==> config.mk <==
export PLATFORM = sky130hd
export DESIGN_NAME = srt2b_stage
export DESIGN_NICKNAME = d
export VERILOG_FILES = /design/src/rtl/srt2b_pkg.sv /design/src/rtl/srt2b_ctrl.sv /design/src/rtl/srt2b_csa_bank.sv /design/src/rtl/srt2b_datapath.sv /design/src/rtl/srt2b_stage.sv
export SDC_FILE = /design/constraint.sdc
export NUM_CORES = 1
export LEC_CHECK = 0
export BUFFER_PORTS_ARGS = -buffer_cell sky130_fd_sc_hd__buf_2
export CAP_MARGIN = 20
export CELL_PAD_IN_SITES_DETAIL_PLACEMENT = 0
export CELL_PAD_IN_SITES_GLOBAL_PLACEMENT = 1
export CORE_MARGIN = 10
export CORE_UTILIZATION = 40
export DETAILED_ROUTE_END_ITERATION = 12
export PLACE_DENSITY_LB_ADDON = 0.1
export SYNTH_ARGS = -nofsm -noshare
export SYNTH_HDL_FRONTEND = slang
export SYNTH_SLANG_ARGS = --single-unit
==> constraint.sdc <==
create_clock -name clk -period 1.3 [get_ports clk]
set_clock_uncertainty 0.1 [all_clocks]
set_input_delay 0 -clock clk [delete_from_list [all_inputs] [get_ports clk]]
set_output_delay 0 -clock clk [all_outputs]
set_load 0.01 [all_outputs]
==> src/rtl/srt2b_pkg.sv <==
package srt2b_pkg;
  typedef struct packed {
    logic capture;
    logic negate;
    logic doOne;
    logic pickTwo;
  } stepCtl_t;
endpackage

==> src/rtl/srt2b_ctrl.sv <==
module srt2b_ctrl
  import srt2b_pkg::*;
(
  input  logic     stepEn,
  input  logic     qNeg,
  input  logic     qOneEarly,
  input  logic     qTwoLate,
  output stepCtl_t ctl
);
  always_comb begin
    ctl.capture = stepEn;
    ctl.negate  = qNeg;
    ctl.doOne   = qOneEarly;   // early: feeds bank A before the table settles
    ctl.pickTwo = qTwoLate;    // late: only drives the wide output mux
  end
endmodule

==> src/rtl/srt2b_csa_bank.sv <==
module srt2b_csa_bank #(
  parameter int TW = 59
) (
  input  logic [TW-1:0] shSum,
  input  logic [TW-1:0] shCarry,
  input  logic [TW-1:0] multiple,
  input  logic          invert,
  output logic [TW-1:0] bankSum,
  output logic [TW-1:0] bankCarry
);
  logic [TW-1:0] addend;
  logic [TW-1:0] majority;

  always_comb begin
    addend    = invert ? ~multiple : multiple;
    bankSum   = shSum ^ shCarry ^ addend;
    majority  = (shSum & shCarry) | (shSum & addend) | (shCarry & addend);
    bankCarry = {majority[TW-2:0], invert};  // injected +1 completes the negation
  end
endmodule

==> src/rtl/srt2b_datapath.sv <==
module srt2b_datapath
  import srt2b_pkg::*;
#(
  parameter int WIDTH = 56,
  parameter int GUARD = 3
) (
  input  logic                   clk,
  input  logic                   rstN,
  input  stepCtl_t               ctl,
  input  logic [WIDTH+GUARD-1:0] remSumIn,
  input  logic [WIDTH+GUARD-1:0] remCarryIn,
  input  logic [WIDTH-1:0]       divisor,
  output logic [WIDTH+GUARD-1:0] remSumOut,
  output logic [WIDTH+GUARD-1:0] remCarryOut
);
  localparam int TW    = WIDTH + GUARD;
  localparam int NBANK = 2;

  logic [TW-1:0] shSum, shCarry, divExt;
  logic [TW-1:0] bankSum   [NBANK];
  logic [TW-1:0] bankCarry [NBANK];
  logic [TW-1:0] nextSum, nextCarry;

  assign shSum   = {remSumIn[TW-3:0], 2'b00};
  assign shCarry = {remCarryIn[TW-3:0], 2'b00};
  assign divExt  = {{GUARD{1'b0}}, divisor};

  for (genvar b = 0; b < NBANK; b++) begin : g_bank
    logic [TW-1:0] mult;
    logic          inv;
    if (b == 0) begin : g_zero_one
      assign mult = ctl.doOne ? divExt : '0;
      assign inv  = ctl.doOne & ~ctl.negate;
    end else begin : g_two
      assign mult = {divExt[TW-2:0], 1'b0};
      assign inv  = ~ctl.negate;
    end
    srt2b_csa_bank #(.TW(TW)) bank_i (
      .shSum    (shSum),
      .shCarry  (shCarry),
      .multiple (mult),
      .invert   (inv),
      .bankSum  (bankSum[b]),
      .bankCarry(bankCarry[b])
    );
  end

  assign nextSum   = ctl.pickTwo ? bankSum[1]   : bankSum[0];
  assign nextCarry = ctl.pickTwo ? bankCarry[1] : bankCarry[0];

  always_ff @(posedge clk or negedge rstN) begin
    if (!rstN) begin
      remSumOut   <= '0;
      remCarryOut <= '0;
    end else if (ctl.capture) begin
      remSumOut   <= nextSum;
      remCarryOut <= nextCarry;
    end
  end

  p_hold_r5: assert property (@(posedge clk) disable iff (!rstN)
    !ctl.capture |=> ($stable(remSumOut) && $stable(remCarryOut)));

  p_reset_clear_r6: assert property (@(posedge clk)
    !rstN |=> (remSumOut == '0 && remCarryOut == '0));

  p_inject_pos_r4: assert property (@(posedge clk) disable iff (!rstN)
    (ctl.capture && !ctl.negate && (ctl.doOne || ctl.pickTwo)) |=> remCarryOut[0]);

  p_inject_none_r4: assert property (@(posedge clk) disable iff (!rstN)
    (ctl.capture && (ctl.negate || !(ctl.doOne || ctl.pickTwo))) |=> !remCarryOut[0]);
endmodule

==> src/rtl/srt2b_stage.sv <==
module srt2b_stage
  import srt2b_pkg::*;
#(
  parameter int WIDTH = 56,
  parameter int GUARD = 3
) (
  input  logic                   clk,
  input  logic                   rstN,
  input  logic                   stepEn,
  input  logic [WIDTH+GUARD-1:0] remSumIn,
  input  logic [WIDTH+GUARD-1:0] remCarryIn,
  input  logic [WIDTH-1:0]       divisor,
  input  logic                   qNeg,
  input  logic                   qOneEarly,
  input  logic                   qTwoLate,
  output logic [WIDTH+GUARD-1:0] remSumOut,
  output logic [WIDTH+GUARD-1:0] remCarryOut
);
  stepCtl_t ctl;

  srt2b_ctrl ctrl_i (
    .stepEn   (stepEn),
    .qNeg     (qNeg),
    .qOneEarly(qOneEarly),
    .qTwoLate (qTwoLate),
    .ctl      (ctl)
  );

  srt2b_datapath #(.WIDTH(WIDTH), .GUARD(GUARD)) dp_i (
    .clk        (clk),
    .rstN       (rstN),
    .ctl        (ctl),
    .remSumIn   (remSumIn),
    .remCarryIn (remCarryIn),
    .divisor    (divisor),
    .remSumOut  (remSumOut),
    .remCarryOut(remCarryOut)
  );
endmodule

Yosys cells after proc, flatten, opt, wreduce, memory -nomap -nowiden. Cells that the tools add are included.

Add/subtract/negate cells: 0. Multiply operators: 0. Bitwise operators: 16. Mux-type cells: 5. Div/mod/pow operators: 0. Equality and inequality tests: 0. Reduce and logical (&&, ||, !) cells: 0. Shift-type cells: 0. $lt $le $gt $ge: 0.

Operators by type and width (count): AND 58 bit (5); two-way mux 59 bit (4); OR 58 bit (4); bitwise XOR 59 bit (3); inverter 57 -> 59 bit (1); inverter 59 bit (1); two-way mux 56 bit (1); AND 1 bit (1); inverter 1 bit (1).

Bits in latches: 0. Register bits: 118. Memory bits (read-only): 0. Memories kept: 0. Output and inout bits: 118. Logic and storage cells: 23. RAM bits: 0.

Depth between registers and ports, before layout.
Depth in word-level cells: 7. Depth in mapped cells: 7.

Cells and area by module. Synthesis repeated with hierarchy kept, for this count alone.

Cell total of the unflattened synthesis: 1298. Area, all modules: 11136.9 µm².

Modules (own cells, without submodules): srt2b_datapath (cells each 576, instances 1, area an instance 5776.8 µm², sequential area each 2952.8 µm²); srt2b_csa_bank (cells each 359, instances 2, area an instance 2665.1 µm², sequential area each 0.0 µm²); srt2b_ctrl (cells each 4, instances 1, area an instance 30.0 µm², sequential area each 0.0 µm²).

Worst setup path before layout. Ideal clock, no wire load.

Path kind: input to register. Start point: input qOneEarly. End point: register dp_i.remCarryOut[18]. Data arrival time: 1.187 ns. Buffers on the path: 1. Cell stages on the path: 5. Slack: -0.069 ns. Library setup time: 0.082 ns. Cells stage by stage: clkbuf_1 or3b_2 a32o_1 o21bai_1 a31oi_1.

Word-level cells in the longest chain between the ends: 7. Elaborated cells between the ends (all ways): 9. Classes of those cells: 3 x mux; 6 x bitwise.

RTL lines: from (decl) (line srt2b_stage.sv:14) `input logic qOneEarly,`; two-way mux 56 bit (line srt2b_datapath.sv:32) `assign mult = ctl.doOne ? divExt : '0;`; inverter 59 bit (line srt2b_csa_bank.sv:15) `addend = invert ? ~multiple : multiple;`; two-way mux 59 bit (*) (line srt2b_csa_bank.sv:15); AND 58 bit (line srt2b_csa_bank.sv:17) `majority = (shSum & shCarry) | (shSum & addend) | (shCarry & addend);`; OR 58 bit (line srt2b_csa_bank.sv:17); OR 58 bit (*) (line srt2b_csa_bank.sv:17); two-way mux 59 bit (*) (line srt2b_datapath.sv:49) `assign nextCarry = ctl.pickTwo ? bankCarry[1] : bankCarry[0];`; to (signal assigned) (line srt2b_datapath.sv:57) `remCarryOut <= nextCarry;`; to (decl) (line srt2b_datapath.sv:14) `output logic [WIDTH+GUARD-1:0] remCarryOut`.

Mark *: on every way between the ends. The rest lies on a longest branch, timed or not. A chain may end at the register's enable or synchronous reset.

Final worst setup path.
Start point: input remSumIn[54]. End point: register dp_i.remSumOut[56].

Word-level cells in the longest chain between the ends: 3. Elaborated cells between the ends (all ways): 4. Classes of those cells: 1 x mux; 3 x bitwise.

RTL lines: from (decl) (line srt2b_stage.sv:10) `input logic [WIDTH+GUARD-1:0] remSumIn,`; bitwise XOR 59 bit (*) (line srt2b_csa_bank.sv:16) `bankSum = shSum ^ shCarry ^ addend;`; bitwise XOR 59 bit (line srt2b_csa_bank.sv:16); two-way mux 59 bit (*) (line srt2b_datapath.sv:48) `assign nextSum = ctl.pickTwo ? bankSum[1] : bankSum[0];`; to (signal assigned) (line srt2b_datapath.sv:56) `remSumOut <= nextSum;`; to (decl) (line srt2b_datapath.sv:13) `output logic [WIDTH+GUARD-1:0] remSumOut,`.

Marked as above.

==> flow_summary.html <==
<table>
<tr><th>Metric</th><th>Value</th></tr>
<tr><th colspan="2">Status</th></tr>
<tr><td>Outcome</td><td>finished, final reports clean</td></tr>
<tr><th colspan="2">Clock tree</th></tr>
<tr><td>Clock transition time at the flip-flop clock pins of the worst setup and hold paths</td><td>50 ps</td></tr>
<tr><td>TritonCTS Sinks</td><td>roughly 120</td></tr>
<tr><td>Deepest clock path buffer count</td><td>2</td></tr>
<tr><td>Total clock buffers created by CTS</td><td>17</td></tr>
<tr><td>Total number of H-tree levels</td><td>4</td></tr>
<tr><td>Clk_lat worst skew</td><td>about 410 ps</td></tr>
<tr><td>Setup fix buffers added after clock tree synthesis</td><td>0</td></tr>
<tr><td>Clock tree from TritonCTS</td><td>built</td></tr>
<tr><td>Clk root buf</td><td>sky130_fd_sc_hd__clkbuf_16</td></tr>
<tr><th colspan="2">Setup path</th></tr>
<tr><td>Critical Setup Path Class</td><td>primary input to flip-flop</td></tr>
<tr><td>Worst r2r dst</td><td>dp_i.remSumOut[58]</td></tr>
<tr><td>Buffering stage count on the worst path with inverters included</td><td>2</td></tr>
<tr><td>Slowest cell on the critical path</td><td>sky130_fd_sc_hd__dlygate4sd3_1</td></tr>
<tr><td>Critical Path Fanout Max</td><td>2</td></tr>
<tr><td>Data arrival time of the critical path</td><td>1420 ps</td></tr>
<tr><td>Origin of the critical flop-to-flop path</td><td>dp_i.remSumOut[58]</td></tr>
<tr><td>Setup crit start kind</td><td>primary input</td></tr>
<tr><td>Crit path required time</td><td>1500 ps</td></tr>
<tr><td>Worst R2R Setup Slack</td><td>450 ps</td></tr>
<tr><td>Worst setup EP type</td><td>flip-flop</td></tr>
<tr><td>Family with the most delay on the worst path</td><td>buffers and inverters</td></tr>
<tr><td>R2R cell count</td><td>1</td></tr>
<tr><td>Delay of the slowest cell on the worst path</td><td>560 ps</td></tr>
<tr><td>Critical path, cell by cell</td><td>dlygate4sd3_1 &gt; buf_2 &gt; ha_1 &gt; xor2_1 &gt; mux2_2</td></tr>
<tr><th colspan="2">Logic synthesis</th></tr>
<tr><td>Yosys top cell by area</td><td>sky130_fd_sc_hd__dfrtp_1</td></tr>
<tr><td>Async SR Flop Fraction</td><td>100%</td></tr>
<tr><td>Yosys cell types</td><td>28</td></tr>
<tr><td>Post-synthesis cell area</td><td>8410 um2</td></tr>
<tr><td>Sequential area share after synthesis</td><td>34.5%</td></tr>
<tr><td>Post-synth EDFFs</td><td>0</td></tr>
<tr><td>Mapped Cells</td><td>933</td></tr>
<tr><td>Synthesized area per cell</td><td>9.01 um2</td></tr>
<tr><td>Most used flip-flop cell after synthesis</td><td>sky130_fd_sc_hd__dfrtp_1</td></tr>
<tr><td>Number of warnings issued by yosys</td><td>0</td></tr>
<tr><td>Main area contributors after synthesis</td><td>sky130_fd_sc_hd__dfrtp_1 35%, sky130_fd_sc_hd__ha_1 8.3%, sky130_fd_sc_hd__a32o_1 6.4%, sky130_fd_sc_hd__xor2_1 5.9%, sky130_fd_sc_hd__nor2_1 5.1%</td></tr>
<tr><td>FF+latch count, synth</td><td>roughly 120</td></tr>
<tr><td>Area share of the largest cell type after synthesis</td><td>34.5%</td></tr>
<tr><th colspan="2">Global routing</th></tr>
<tr><td>Global Route Usage Sum</td><td>19.3%</td></tr>
<tr><td>Global-route congestion overflow total</td><td>0</td></tr>
<tr><td>Number of antenna violations at the first check in global routing</td><td>5</td></tr>
<tr><td>Maximum number of pins on one net before global-route repair</td><td>70</td></tr>
<tr><td>Wire length of the first global-routing pass</td><td>roughly 42 mm</td></tr>
<tr><td>Via count of the first global-routing pass</td><td>8191</td></tr>
<tr><th colspan="2">Placed design</th></tr>
<tr><td>Area of placed instances</td><td>~11000 um2</td></tr>
<tr><td>Final GP Congestion</td><td>0.769</td></tr>
<tr><td>Placed wire-length estimate</td><td>19.5 mm</td></tr>
<tr><td>Place WS</td><td>-345 ps</td></tr>
<tr><td>PortBufs</td><td>291</td></tr>
<tr><th colspan="2">Die</th></tr>
<tr><td>Die Outline Area</td><td>27200 um2</td></tr>
<tr><td>Die W</td><td>between 150 and 200 um</td></tr>
<tr><td>Total number of placement rows</td><td>52</td></tr>
<tr><td>Std-Cell Core Area</td><td>roughly 20000 um2</td></tr>
<tr><td>Effective utilization at floorplan</td><td>around 41%</td></tr>
<tr><td>IO Pins</td><td>298</td></tr>
<tr><td>Die span in y</td><td>165 um</td></tr>
<tr><th colspan="2">Min path</th></tr>
<tr><td>Launch point of the worst hold path</td><td>remCarryIn[56]</td></tr>
<tr><td>Number of cells on the worst hold path</td><td>4</td></tr>
<tr><td>End point of the most critical hold path</td><td>dp_i.remSumOut[58]</td></tr>
<tr><td>Class of the tightest hold or removal check</td><td>primary input to flip-flop</td></tr>
<tr><th colspan="2">Final layout</th></tr>
<tr><td>FILL cells</td><td>approximately 1900</td></tr>
<tr><td>Layout cells sized above 1</td><td>30.3%</td></tr>
<tr><td>Final Net Count</td><td>approximately 1600</td></tr>
<tr><td>Multi-input combinational cell area</td><td>4960 um2</td></tr>
<tr><td>Final Cell Area</td><td>12400 um2</td></tr>
<tr><td>Area grow syn2layout</td><td>48.0%</td></tr>
<tr><td>Sequential cell area</td><td>around 2900 um2</td></tr>
<tr><th colspan="2">Route</th></tr>
<tr><td>Total number of vias</td><td>~8200</td></tr>
<tr><td>Detailed Route Iter0 Violations</td><td>approximately 450</td></tr>
<tr><td>Count of nets left with antenna violations after detail routing</td><td>0</td></tr>
<tr><td>Average wire per standard cell</td><td>16.3 um</td></tr>
<tr><td># DRC</td><td>0</td></tr>
<tr><td>Sum of routed wire length over all layers</td><td>26.9 mm</td></tr>
<tr><td>Detailed-router iteration count before antenna repair</td><td>4</td></tr>
<tr><td>Post-detailed-route via-to-cell ratio</td><td>4.98</td></tr>
<tr><th colspan="2">Timing</th></tr>
<tr><td>Final Hold Viols</td><td>0</td></tr>
<tr><td>Crit path setup slack, layout</td><td>79.7 ps</td></tr>
<tr><td>Final setup fails</td><td>0</td></tr>
<tr><td>Total negative slack for setup checks</td><td>0 ps</td></tr>
<tr><td>Period Utilization, post-route</td><td>93.9%</td></tr>
<tr><td>Final Critical Period</td><td>1220 ps</td></tr>
<tr><td>Hold slack</td><td>15.5 ps</td></tr>
<tr><td>Unrepaired setup endpoints after global routing</td><td>no</td></tr>
<tr><td>Maximum clock rate</td><td>just over 800 MHz</td></tr>
<tr><td>Final Max Slew Viols</td><td>0</td></tr>
<tr><th colspan="2">Job</th></tr>
<tr><td>Max-Cap Viols</td><td>0</td></tr>
<tr><th colspan="2">Power and ir drop</th></tr>
<tr><td>IR drop worst, VDD</td><td>around 0.81 mV</td></tr>
<tr><td>Areal power density over the cells</td><td>1070 nW/um2</td></tr>
<tr><td>Leakage power summed over all cells</td><td>~5.6 nW</td></tr>
</table>
==> cell usage in the layout (no fill, tap or decap), types with 4 or more instances in the layout <==
master / synthesis / routed
sky130_fd_sc_hd__buf_2: 13 / 287
sky130_fd_sc_hd__nand2b_1: 56 / 56
sky130_fd_sc_hd__buf_4: 2 / 59
sky130_fd_sc_hd__or3b_2: 20 / 20
sky130_fd_sc_hd__a32o_1: 54 / 54
sky130_fd_sc_hd__bufinv_16: 0 / 4
sky130_fd_sc_hd__or3b_1: 34 / 34
sky130_fd_sc_hd__diode_2: 0 / 6
sky130_fd_sc_hd__dlygate4sd3_1: 0 / 118
sky130_fd_sc_hd__xor2_1: 57 / 57
sky130_fd_sc_hd__a31oi_1: 56 / 56
sky130_fd_sc_hd__a21boi_0: 55 / 55
sky130_fd_sc_hd__dfrtp_1: 116 / 116
sky130_fd_sc_hd__clkbuf_16: 0 / 17
sky130_fd_sc_hd__o21bai_1: 55 / 55
sky130_fd_sc_hd__nor2_1: 114 / 114
sky130_fd_sc_hd__a21oi_1: 57 / 57
sky130_fd_sc_hd__nand3b_1: 54 / 54
sky130_fd_sc_hd__inv_1: 61 / 60
sky130_fd_sc_hd__buf_12: 0 / 14
sky130_fd_sc_hd__ha_1: 56 / 56
==> final cells by class <==
| class | instances | share of cell area, % |
|---|---|---|
| clock inverters | 12 | 1.44 |
| diodes | 6 | 0.121 |
| inverters | 61 | 1.84 |
| flip-flops and latches | 116 | 23.3 |
| clock buffers | 20 | 3.67 |
| multi-input cells | 682 | 39.9 |
| well taps | 270 | 2.71 |
| repair buffers | 480 | 27.0 |
==> synthesized netlist by cell type (3+ instances only) <==
cell type and count:
sky130_fd_sc_hd__dfrtp_1 116, sky130_fd_sc_hd__nor2_1 114, sky130_fd_sc_hd__inv_1 61, sky130_fd_sc_hd__a21oi_1 57, sky130_fd_sc_hd__clkbuf_1 57, sky130_fd_sc_hd__xor2_1 57, sky130_fd_sc_hd__a31oi_1 56, sky130_fd_sc_hd__ha_1 56
sky130_fd_sc_hd__nand2b_1 56, sky130_fd_sc_hd__a21boi_0 55, sky130_fd_sc_hd__o21bai_1 55, sky130_fd_sc_hd__a32o_1 54, sky130_fd_sc_hd__nand3b_1 54, sky130_fd_sc_hd__or3b_1 34, sky130_fd_sc_hd__or3b_2 20, sky130_fd_sc_hd__buf_2 13
sky130_fd_sc_hd__o221ai_1 3
==> power by group <==
part           internal (mW)  leakage, nW  total, mW  switching, mW
Combinational           1.87         4.04       3.77           1.90
Sequential              4.16         1.30       4.46          0.297
Clock                   3.31        0.302       5.13           1.81
==> repair_timing <==
item,4_1_cts,5_1_grt
resized for setup,0,1
hold buffers,119,0
endpoints found under the setup margin,0,4
hold endpoints to repair,231,0
==> how the worst max path moves through the flow <==
| stage | cells past startpoint | end | start | slack, ps |
|---|---|---|---|---|
| floorplan | 5 | dp_i.remCarryOut[18] | qTwoLate | -10 |
| finish | 5 | dp_i.remSumOut[56] | remSumIn[54] | 80 |
| global placement | 6 | dp_i.remCarryOut[29] | qTwoLate | -330 |
| global route | 5 | dp_i.remSumOut[56] | remSumIn[54] | 60 |
| detailed placement | 6 | dp_i.remCarryOut[29] | qTwoLate | -350 |
| CTS | 7 | dp_i.remCarryOut[58] | remSumIn[55] | 20 |
==> registers in the layout, indices dropped and copies added, names as in the netlist <==
| name | count |
|---|---|
| dp_i.remCarryOut | 57 |
| dp_i.remSumOut | 59 |
==> cell families (layout without fill, tap and decap cells) <==
group                    Yosys count  after routing  synth area share, %
AO/OA/AOI/OAI                    283            283                 24.3
AND/OR/NAND/NOR                  280            280                 19.8
other                              1              8               0.0446
multiplexers                       3              3                0.387
flip-flops                       116            116                 34.5
XOR/XNOR                          58             58                 6.04
buffers and inverters            136            573                 6.53
adder cells (fa/ha/maj)           56             56                 8.33
==> layer usage <==
layer	routed length (um)	vias up	GRT usage [%]
met5	13	-	0
met4	393	2	6.76
met3	1940	24	6.42
met2	12800	186	31.3
met1	11800	3792	23.5
li1	-	4202	-
==> stage by stage <==
step / utilization (%) / total power, mW / std cells
3_5_place_dp: 51.9 / 8.02 / 1491
3_3_place_gp: 51.9 / 7.99 / 1491
2_1_floorplan: - / 6.41 / 934
5_1_grt: 60.9 / 14.1 / 1645
6_report: 60.9 / 13.3 / 1647
4_1_cts: 60.9 / 13.5 / 1642
Power figures use the tool's default switching activity.
